==> src/rtl/aux_tmr_pkg.sv <==
package aux_tmr_pkg;

    localparam int unsigned LEN_W       = 7;
    localparam int unsigned MUL_W       = 2;
    localparam int unsigned LEN_MAX     = (1 << LEN_W) - 1;
    localparam int unsigned STEP_US     = 1016;
    localparam int unsigned UNIT_SHIFT0 = 3;
    localparam int unsigned SUB_W       = UNIT_SHIFT0 + (1 << MUL_W) - 1;

    typedef enum logic [1:0] {
        ST_IDLE = 2'd0,
        ST_RUN  = 2'd1,
        ST_FIRE = 2'd2
    } tmr_state_e;

    typedef struct packed {
        logic [MUL_W-1:0] mul;
        logic [LEN_W-1:0] len;
    } tmo_cfg_t;

    // Range pick, ceiling division by the unit, clamp to the field maximum.
    function automatic tmo_cfg_t tmo_encode(input logic [31:0] us);
        tmo_cfg_t    r;
        logic [31:0] sh;
        logic [31:0] q;
        logic [31:0] rem_mask;
        if (us <= 32'(STEP_US))
            r.mul = 2'd0;
        else if (us <= 32'(2 * STEP_US))
            r.mul = 2'd1;
        else if (us <= 32'(4 * STEP_US))
            r.mul = 2'd2;
        else
            r.mul = 2'd3;
        sh       = 32'(UNIT_SHIFT0) + 32'(r.mul);
        rem_mask = (32'd1 << sh) - 32'd1;
        q        = (us >> sh) + (((us & rem_mask) != 32'd0) ? 32'd1 : 32'd0);
        r.len    = (q > 32'(LEN_MAX)) ? LEN_W'(LEN_MAX) : q[LEN_W-1:0];
        return r;
    endfunction

endpackage

==> src/rtl/aux_tmo_encoder.sv <==
module aux_tmo_encoder
    import aux_tmr_pkg::*;
#(
    parameter int unsigned TMO_W = 16
) (
    input  logic [TMO_W-1:0] timeout_us_i,
    output tmo_cfg_t         cfg_o
);

    logic [31:0] us_ext;

    generate
        if (TMO_W < 32) begin : g_pad
            assign us_ext = {{(32 - TMO_W){1'b0}}, timeout_us_i};
        end else begin : g_trunc
            assign us_ext = timeout_us_i[31:0];
        end
    endgenerate

    always_comb begin
        cfg_o = tmo_encode(us_ext);
    end

endmodule

==> src/rtl/aux_tmo_cfg.sv <==
module aux_tmo_cfg
    import aux_tmr_pkg::*;
#(
    parameter int unsigned DEFAULT_US = 550
) (
    input  logic     clk,
    input  logic     rst_n,
    input  logic     load_i,
    input  logic     busy_i,
    input  tmo_cfg_t enc_i,
    output tmo_cfg_t cfg_o
);

    localparam tmo_cfg_t CFG_RST = tmo_encode(32'(DEFAULT_US));

    tmo_cfg_t cfg_q;

    always_ff @(posedge clk or negedge rst_n) begin
        if (!rst_n) begin
            cfg_q <= CFG_RST;
        end else if (load_i && !busy_i) begin
            cfg_q <= enc_i;
        end
    end

    assign cfg_o = cfg_q;

endmodule

==> src/rtl/aux_tmo_fsm.sv <==
module aux_tmo_fsm
    import aux_tmr_pkg::*;
(
    input  logic     clk,
    input  logic     rst_n,
    input  tmo_cfg_t cfg_i,
    input  logic     tick_i,
    input  logic     start_i,
    input  logic     reply_i,
    output logic     busy_o,
    output logic     timeout_o
);

    tmr_state_e       state_q;
    tmr_state_e       state_d;
    logic [LEN_W-1:0] rem_q;
    logic [SUB_W-1:0] sub_q;
    logic [SUB_W-1:0] unit_last;
    logic             unit_done;
    logic             period_done;

    // Last sub-count of a unit, one entry per granularity code.
    always_comb begin
        unit_last = '0;
        for (int i = 0; i < (1 << MUL_W); i++) begin
            if (cfg_i.mul == MUL_W'(i))
                unit_last = SUB_W'((1 << (UNIT_SHIFT0 + i)) - 1);
        end
    end

    assign unit_done   = tick_i && (sub_q == unit_last);
    assign period_done = unit_done && (rem_q == LEN_W'(1));

    // Next-state logic.
    always_comb begin
        state_d = state_q;
        unique case (state_q)
            ST_IDLE: begin
                if (start_i)
                    state_d = (cfg_i.len == '0) ? ST_FIRE : ST_RUN;
            end
            ST_RUN: begin
                if (reply_i)
                    state_d = ST_IDLE;
                else if (period_done)
                    state_d = ST_FIRE;
            end
            ST_FIRE: begin
                state_d = ST_IDLE;
            end
            default: begin
                state_d = ST_IDLE;
            end
        endcase
    end

    // State register.
    always_ff @(posedge clk or negedge rst_n) begin
        if (!rst_n)
            state_q <= ST_IDLE;
        else
            state_q <= state_d;
    end

    // Unit and length counters.
    always_ff @(posedge clk or negedge rst_n) begin
        if (!rst_n) begin
            rem_q <= '0;
            sub_q <= '0;
        end else if (state_q == ST_IDLE && start_i) begin
            rem_q <= cfg_i.len;
            sub_q <= '0;
        end else if (state_q == ST_RUN && tick_i && !reply_i) begin
            if (unit_done) begin
                sub_q <= '0;
                rem_q <= rem_q - LEN_W'(1);
            end else begin
                sub_q <= sub_q + SUB_W'(1);
            end
        end
    end

    // Outputs from state.
    always_comb begin
        busy_o    = 1'b0;
        timeout_o = 1'b0;
        unique case (state_q)
            ST_IDLE: ;
            ST_RUN:  busy_o    = 1'b1;
            ST_FIRE: timeout_o = 1'b1;
            default: ;
        endcase
    end

endmodule

==> src/rtl/aux_reply_timer.sv <==
module aux_reply_timer
    import aux_tmr_pkg::*;
#(
    parameter int unsigned TMO_W      = 16,
    parameter int unsigned DEFAULT_US = 550
) (
    input  logic             clk,
    input  logic             rst_n,
    input  logic             cfg_load_i,
    input  logic [TMO_W-1:0] cfg_timeout_us_i,
    input  logic             tick_1us_i,
    input  logic             start_i,
    input  logic             reply_i,
    output logic [LEN_W-1:0] cfg_len_o,
    output logic [MUL_W-1:0] cfg_mul_o,
    output logic             busy_o,
    output logic             timeout_o
);

    tmo_cfg_t enc;
    tmo_cfg_t cfg;
    logic     busy;

    aux_tmo_encoder #(.TMO_W(TMO_W)) u_enc (
        .timeout_us_i (cfg_timeout_us_i),
        .cfg_o        (enc)
    );

    aux_tmo_cfg #(.DEFAULT_US(DEFAULT_US)) u_cfg (
        .clk    (clk),
        .rst_n  (rst_n),
        .load_i (cfg_load_i),
        .busy_i (busy),
        .enc_i  (enc),
        .cfg_o  (cfg)
    );

    aux_tmo_fsm u_fsm (
        .clk       (clk),
        .rst_n     (rst_n),
        .cfg_i     (cfg),
        .tick_i    (tick_1us_i),
        .start_i   (start_i),
        .reply_i   (reply_i),
        .busy_o    (busy),
        .timeout_o (timeout_o)
    );

    assign busy_o    = busy;
    assign cfg_len_o = cfg.len;
    assign cfg_mul_o = cfg.mul;

endmodule

==> config.mk <==
export PLATFORM = sky130hd
export DESIGN_NAME = aux_reply_timer
export DESIGN_NICKNAME = d
export VERILOG_FILES = /design/src/rtl/aux_tmr_pkg.sv /design/src/rtl/aux_tmo_encoder.sv /design/src/rtl/aux_tmo_cfg.sv /design/src/rtl/aux_tmo_fsm.sv /design/src/rtl/aux_reply_timer.sv
export SDC_FILE = /design/constraint.sdc
export NUM_CORES = 1
export LEC_CHECK = 0
export BUFFER_PORTS_ARGS = -buffer_cell sky130_fd_sc_hd__buf_2
export CAP_MARGIN = 20
export CORE_ASPECT_RATIO = 1.25
export CORE_MARGIN = 8
export CORE_UTILIZATION = 35
export DETAILED_ROUTE_END_ITERATION = 8
export GPL_TIMING_DRIVEN = 1
export PLACE_DENSITY = 0.62
export SLEW_MARGIN = 40
export SYNTH_ARGS = -nofsm -noshare
export SYNTH_HDL_FRONTEND = slang
export SYNTH_SLANG_ARGS = --single-unit
==> constraint.sdc <==
create_clock -name clk -period 2.9 [get_ports clk]
set_input_delay 0.29 -clock clk [delete_from_list [all_inputs] [get_ports clk]]
set_output_delay 0.29 -clock clk [all_outputs]
set_load 0.1 [all_outputs]
Word-level counts from Yosys, hierarchy flattened
Index checks and enable logic that the tools add are counted.
{"block": "classes", "addsub": 5, "magnitude_cmp": 4, "n_eq_ne": 9, "shift": 2, "muxes": 22, "bitwise": 1, "n_reduce_logical": 16}
{"op": "6-bit two-way mux", "count": 6}
{"op": "32-bit adder", "count": 1}
{"op": "16-bit by 32-bit bitwise AND with 32-bit output", "count": 1}
{"op": "32-bit by 7-bit > comparator with 1-bit output (second input constant)", "count": 1}
{"op": "32-bit nonzero test", "count": 1}
{"op": "1-bit by 32-bit << shifter with 32-bit output (first input constant)", "count": 1}
{"op": "16-bit by 32-bit >> shifter with 32-bit output", "count": 1}
{"op": "32-bit by 1-bit subtractor with 32-bit output (second input constant)", "count": 1}
{"op": "7-bit two-way mux", "count": 4}
{"op": "16-bit by 10-bit <= comparator with 1-bit output (second input constant)", "count": 1}
{"op": "16-bit by 11-bit <= comparator with 1-bit output (second input constant)", "count": 1}
{"op": "16-bit by 12-bit <= comparator with 1-bit output (second input constant)", "count": 1}
{"op": "2-bit two-way mux", "count": 6}
{"op": "7-bit by 1-bit equality test with 1-bit output (second input constant)", "count": 1}
{"op": "7-bit zero test", "count": 1}
{"op": "7-bit by 1-bit subtractor with 7-bit output (second input constant)", "count": 1}
{"op": "6-bit by 1-bit adder with 6-bit output (second input constant)", "count": 1}
{"op": "2-bit equality test (second input constant)", "count": 3}
{"op": "6-bit equality test", "count": 1}
{"op": "1-bit logical AND", "count": 6}
{"op": "2-bit by 1-bit equality test with 1-bit output (second input constant)", "count": 2}
{"op": "2-bit zero test", "count": 2}
{"op": "1-bit two-way mux", "count": 4}
{"op": "2-bit one-hot mux with 2 select lines", "count": 1}
{"op": "7 further kinds", "count": 10}
{"block": "word_totals", "register_bits": 24, "in_bits": 22}

Logic depth before layout (Yosys ltp)
{"block": "depth", "depth_word": 13, "mapped_depth": 16}

By module
From an unflattened synthesis, not the netlist that was laid out.
{"block": "unflattened", "cells_unflattened": 229, "area_unflattened_um2": 2142.1}
{"mod": "aux_tmo_fsm", "instances": 1, "cells_per_inst": 101, "area_per_inst_um2": 943.4}
{"mod": "aux_tmo_encoder", "instances": 1, "cells_per_inst": 108, "area_per_inst_um2": 800.8}
{"mod": "aux_tmo_cfg", "instances": 1, "cells_per_inst": 20, "area_per_inst_um2": 397.9}

Worst setup path after synthesis
No wires, ideal clock.
{"block": "synth_path", "path_type": "in2reg", "from": "in cfg_timeout_us_i[11]", "to": "reg u_cfg.cfg_q (netlist bit u_cfg.cfg_o[4])", "arrival_time_ns": 3.393, "t_required_ns": 2.743, "path_slack_ns": -0.650, "cell_stages": 16, "path_buffers": 1, "cell_sequence": "clkbuf_1 inv_1 a2111oi_0 nand2b_1 inv_1 ha_1 inv_1 a222oi_1 nand4_1 a221o_1 ha_1 nor3b_1 nand3_1 nor4_4 mux2i_1 a41oi_1"}
{"block": "synth_via", "elab_chain_cells": 13}
{"element": "start, declared", "line_no": "aux_reply_timer.sv:10", "source": "input logic [TMO_W-1:0] cfg_timeout_us_i,"}
{"element": "16-bit by 12-bit <= comparator with 1-bit output", "line_no": "aux_tmr_pkg.sv:31", "source": "else if (us <= 32'(4 * STEP_US))"}
{"element": "1-bit two-way mux", "line_no": "aux_tmr_pkg.sv:31"}
{"element": "2-bit two-way mux", "line_no": "aux_tmr_pkg.sv:29", "source": "else if (us <= 32'(2 * STEP_US))"}
{"element": "2-bit two-way mux", "line_no": "aux_tmr_pkg.sv:27", "source": "if (us <= 32'(STEP_US))"}
{"element": "2-bit by 2-bit adder with 3-bit output", "line_no": "aux_tmr_pkg.sv:35", "source": "sh = 32'(UNIT_SHIFT0) + 32'(r.mul);"}
{"element": "1-bit by 32-bit << shifter with 32-bit output", "line_no": "aux_tmr_pkg.sv:36", "source": "rem_mask = (32'd1 << sh) - 32'd1;"}
{"element": "32-bit by 1-bit subtractor with 32-bit output", "line_no": "aux_tmr_pkg.sv:36"}
{"element": "16-bit by 32-bit bitwise AND with 32-bit output", "line_no": "aux_tmr_pkg.sv:37", "source": "q = (us >> sh) + (((us & rem_mask) != 32'd0) ? 32'd1 : 32'd0);"}
{"element": "32-bit nonzero test", "line_no": "aux_tmr_pkg.sv:37"}
{"element": "1-bit two-way mux", "line_no": "aux_tmr_pkg.sv:37"}
{"element": "32-bit adder (*)", "line_no": "aux_tmr_pkg.sv:37"}
{"element": "32-bit by 7-bit > comparator with 1-bit output", "line_no": "aux_tmr_pkg.sv:38", "source": "r.len = (q > 32'(LEN_MAX)) ? LEN_W'(LEN_MAX) : q[LEN_W-1:0];"}
{"element": "7-bit two-way mux (*)", "line_no": "aux_tmr_pkg.sv:38"}
{"element": "end signal, assigned", "line_no": "aux_tmo_cfg.sv:22", "source": "cfg_q <= enc_i;"}
{"element": "end, declared", "line_no": "aux_tmo_cfg.sv:16", "source": "tmo_cfg_t cfg_q;"}
Mark *: on every way between the ends. The rest lies on a longest branch, timed or not.
A chain may end at the register's enable or synchronous reset.

Worst setup path in the final report
{"block": "layout_path", "from": "in cfg_timeout_us_i[12]", "to": "reg u_cfg.cfg_q (netlist bit u_cfg.cfg_o[4])"}
Same word-level chain as after synthesis.

==> results <==
- The flow ran to the end, but the final reports show violations.
- The checks that failed: negative hold slack, negative setup slack.
- The cell count after synthesis came out at approximately 240.
- Setup repair after global routing could not meet its margin everywhere.
- The initial core utilization is between 30 and 40%.
- The path class of the tightest hold or removal check is in -> async.
- CTS built an H-tree with a depth of 1.
- The count of filler cells inserted in the layout is approximately 530.
- The total of buffers placed on input and output ports is 32.
- The beginning of the worst register-to-register path is u_fsm.sub_q[4].
- Summed over all nets, the half-perimeter wirelength after detailed placement is 4310 µm.
- The number of global-route vias before repair is approximately 2100.
- TritonCTS built the clock tree.
- Across all setup checks in the final design, the least slack found is -0.110 ns.
- The static leakage power is 1.17 nW.
- The horizontal die dimension is 82.7 µm.
- The share of synthesized registers carrying an async set or reset is 100%.
- The areal power density over the cells is 457 mW/mm².
- The number of hold violations in the final report is 11.
- The startpoint-to-endpoint class of the critical path is in -> reg.
- The top routing layer in use is met4.
- In the routed layout, each cell is associated on average with a via count of around 5.4.
- Once detail routing completed, the nets flagged for antenna violations numbered 0.
- The number of clock buffers added by TritonCTS is 3.
- In this run the worst path has a maximum fanout of 7.
- The final cycle utilization of the critical path is 104%.
- The post-synthesis register bit count is 24.
- The post-route netlist has between 30% and 40% of its cells at a drive strength greater than 1.
- The final layout contains routed wiring with a total length of 5640 µm.
- The final RePlAce weighted congestion is 0.939.
- Between clock sinks in the finished design, the worst skew comes to approximately 0.0045 ns.
- In the layout the commonest cells are buf_4 (46), nor2_1 (25), buf_2 (24).
- Among all flip-flop cells after synthesis, the most frequent one is dfrtp_1.
- Setup slack on the worst reg-to-reg path comes out at 0.82 ns.
- The clock insertion delay at the later pin of the skew report is approximately 0.27 ns.
- The total grt overflow is 0.
- The aggregate global-route resource usage is approximately 14%.
- The DRC violation total after the first TritonRoute iteration is between 80 and 90.
- For this design, the sink count on the clock tree is 24.
- In this run the standard cell core region covers about 0.0054 mm².
- The combined area of all synthesized cells is ~0.0019 mm².
- The number of placed I/O pins is 33.
- The number of antenna violations at the first check in global routing is 0.
- The origin of the worst setup path is cfg_timeout_us_i[12].
- The net count of the finished layout is 347.
- The worst path in the final design needs a cycle of between 3 and 4 ns, including I/O delays and setup.
- For this run, the number of Yosys warnings is 0.
- The number of DRC violations after detailed routing is 0.
- CTS placed an instance of clkbuf_8 at the clock tree root.
- Hold timing on the final database bottoms out at a slack of -0.0106 ns.
- The pin count of the biggest net entering global routing is 25.
- Counting every net in the synthesized netlist gives ~270.
- Measured along the y axis, the die boundary spans ~100 µm.
- The first global-routing pass estimated 9230 µm of wire.
- The maximum buffer depth of the clock tree is 2.
- Max-cap violations in this run came to 0.
- The signal arrival time at the worst endpoint is between 3 and 4 ns.
- The final total negative setup slack is -0.356 ns.
- The synthesized netlist contains 50 unique library cells.
- The critical path startpoint category is an input port.
- Wire segments on met3 add up to ~190 µm in the final route.
- The post-route met1 wirelength is 2210 µm.
- Sequential cells were found to cover between 30% and 40% of the synthesized design area.
- The post-CTS clock slew at the launch and capture registers of the worst setup and hold paths is about 0.09 ns.
- The detailed-route via count is 2062.
- The element type at the critical path end is a register.
- Dividing the detail-routed wire length by the instance count gives around 15 µm.
- The number of cell rows is 30.
- Headroom to the max-slew limit came out at 57.9%.
- The final max-slew violation count was 0.
- Averaged over all synthesized cells, the footprint is just over 8 µm².
- VDD sags by at most approximately 0.19 mV.
- The number of antenna diodes is 0.
- The library cell used most frequently in the layout, excluding fill and tap cells, is buf_4.
- Setup violations remaining at the end of the flow were counted as 7.
- The final cell count without fillers is 380.
- The die covers just over 0.008 mm².
- For this run, the top clock speed supported by timing is approximately 330 MHz.
- At the pin with the least slew margin, the transition time is about 0.62 ns.
- The count of placed standard cells including taps is 373.
- The routed length on met2 is 3170 µm.
- The number of enable flip-flop cells after synthesis is 0.
- The layout overhead on the synthesized area is 42.5%.
- The first TritonRoute pass finished after 4 iterations.
- For the worst setup path, the data required time is 3.03 ns.
-- kinds of logic (layout without fill, tap and decap cells) --
family | after synthesis | after routing | synth area share [%]
adders and majority gates | 8 | 8 | 5.14
buffers and inverters | 19 | 96 | 3.79
AOI/OAI and AO/OA | 53 | 53 | 18.4
muxes | 13 | 13 | 7.26
other | 2 | 2 | 0.386
DFF | 24 | 24 | 31.0
xor gates and xnor gates | 14 | 14 | 6.29
and+or+nand+nor | 106 | 106 | 27.7
-- final timing paths --
check,to,depth (start not counted)
max,u_cfg.cfg_o[4],13
min,u_fsm.sub_q[0],1
max reg2reg,u_fsm.rem_q[1],7
min reg2reg,u_fsm.state_q[1],1
max in group asynchronous,u_cfg.cfg_o[6],1
min in group clk,u_fsm.state_q[1],3
-- synth_stat cells, drive strengths merged, types with 3 or more instances --
library cell | count | area share [%]
a211oi | 5 | 1.9
a21oi | 7 | 1.8
a31oi | 6 | 1.9
and2 | 4 | 1.3
clkbuf | 4 | 0.77
dfrtp | 21 | 27
dfstp | 3 | 4.0
ha | 8 | 5.1
inv | 13 | 2.5
mux2 | 6 | 3.7
mux2i | 7 | 3.6
nand2 | 25 | 4.8
nand2b | 6 | 1.9
nand3 | 11 | 2.8
nand4 | 6 | 1.9
nor2 | 26 | 5.0
nor3 | 11 | 2.8
nor4 | 4 | 2.4
o21ai | 17 | 4.4
or3 | 4 | 1.3
xnor2 | 5 | 2.2
xor2 | 9 | 4.0
-- timing repair --
item,4_1_cts,5_1_grt
setup endpoints to repair,7,7
pin swaps,4,8
buffers inserted,2,3
gates cloned,0,0
gates resized for setup,10,19
hold buffers,0,0
-- flip-flops by register name (all words and copies together), names as in the netlist --
register	cells
u_cfg.cfg_o	9
u_fsm.rem_q	7
u_fsm.sub_q	6
u_fsm.state_q	2
-- through the flow --
| stage | total power (W) | util (%) | worst slack, ns | cell area, µm² |
|---|---|---|---|---|
| 5_1_grt | 0.00134 | 51.3 | -0.279 | 2780 |
| 3_5_place_dp | 0.00101 | 46.9 | -0.434 | 2530 |
| 3_3_place_gp | 0.000998 | 46.9 | -0.351 | 2530 |
| 4_1_cts | 0.00125 | 49.4 | -0.0317 | 2670 |
| 6_report | 0.00127 | 51.3 | -0.110 | 2780 |
| 2_1_floorplan | 0.000855 | - | -0.298 | 1990 |
-- cell type report --
type | instances | area, µm² | share of cell area, %
Sequential cell | 24 | 604 | 21.8
Multi-Input combinational cell | 196 | 1420 | 51.2
Clock buffer | 4 | 55.1 | 1.98
Timing Repair Buffer | 79 | 567 | 20.4
Tap cell | 64 | 80.1 | 2.89
Inverter | 13 | 48.8 | 1.76
-- report_power, final --
group / internal (W) / total [W] / switching [W] / leakage [nW]
logic: 0.000191 / 0.000549 / 0.000358 / 0.873
clock network: 0.000121 / 0.000228 / 0.000107 / 0.0288
registers: 0.000413 / 0.000491 / 0.0000777 / 0.272
-- per-layer routing --
metal	GRT usage (%)	vias to the layer above
met1	15.2	998
li1	-	1026
met2	25.8	34
met5	0	-
met3	1.08	4
met4	4.26	0
-- critical path, cell delays in order --
cell and delay, ns:
buf_2 0.12, or4_1 0.59, o32a_1 0.39, nor2b_1 0.17, a211oi_2 0.07, a21oi_2 0.16, ha_2 0.24, nor3b_4 0.21
nand3_2 0.12, nor4_4 0.26, mux2i_2 0.25, buf_6 0.16, a41oi_2 0.11
No activity file was read; power rests on OpenSTA's default activity.
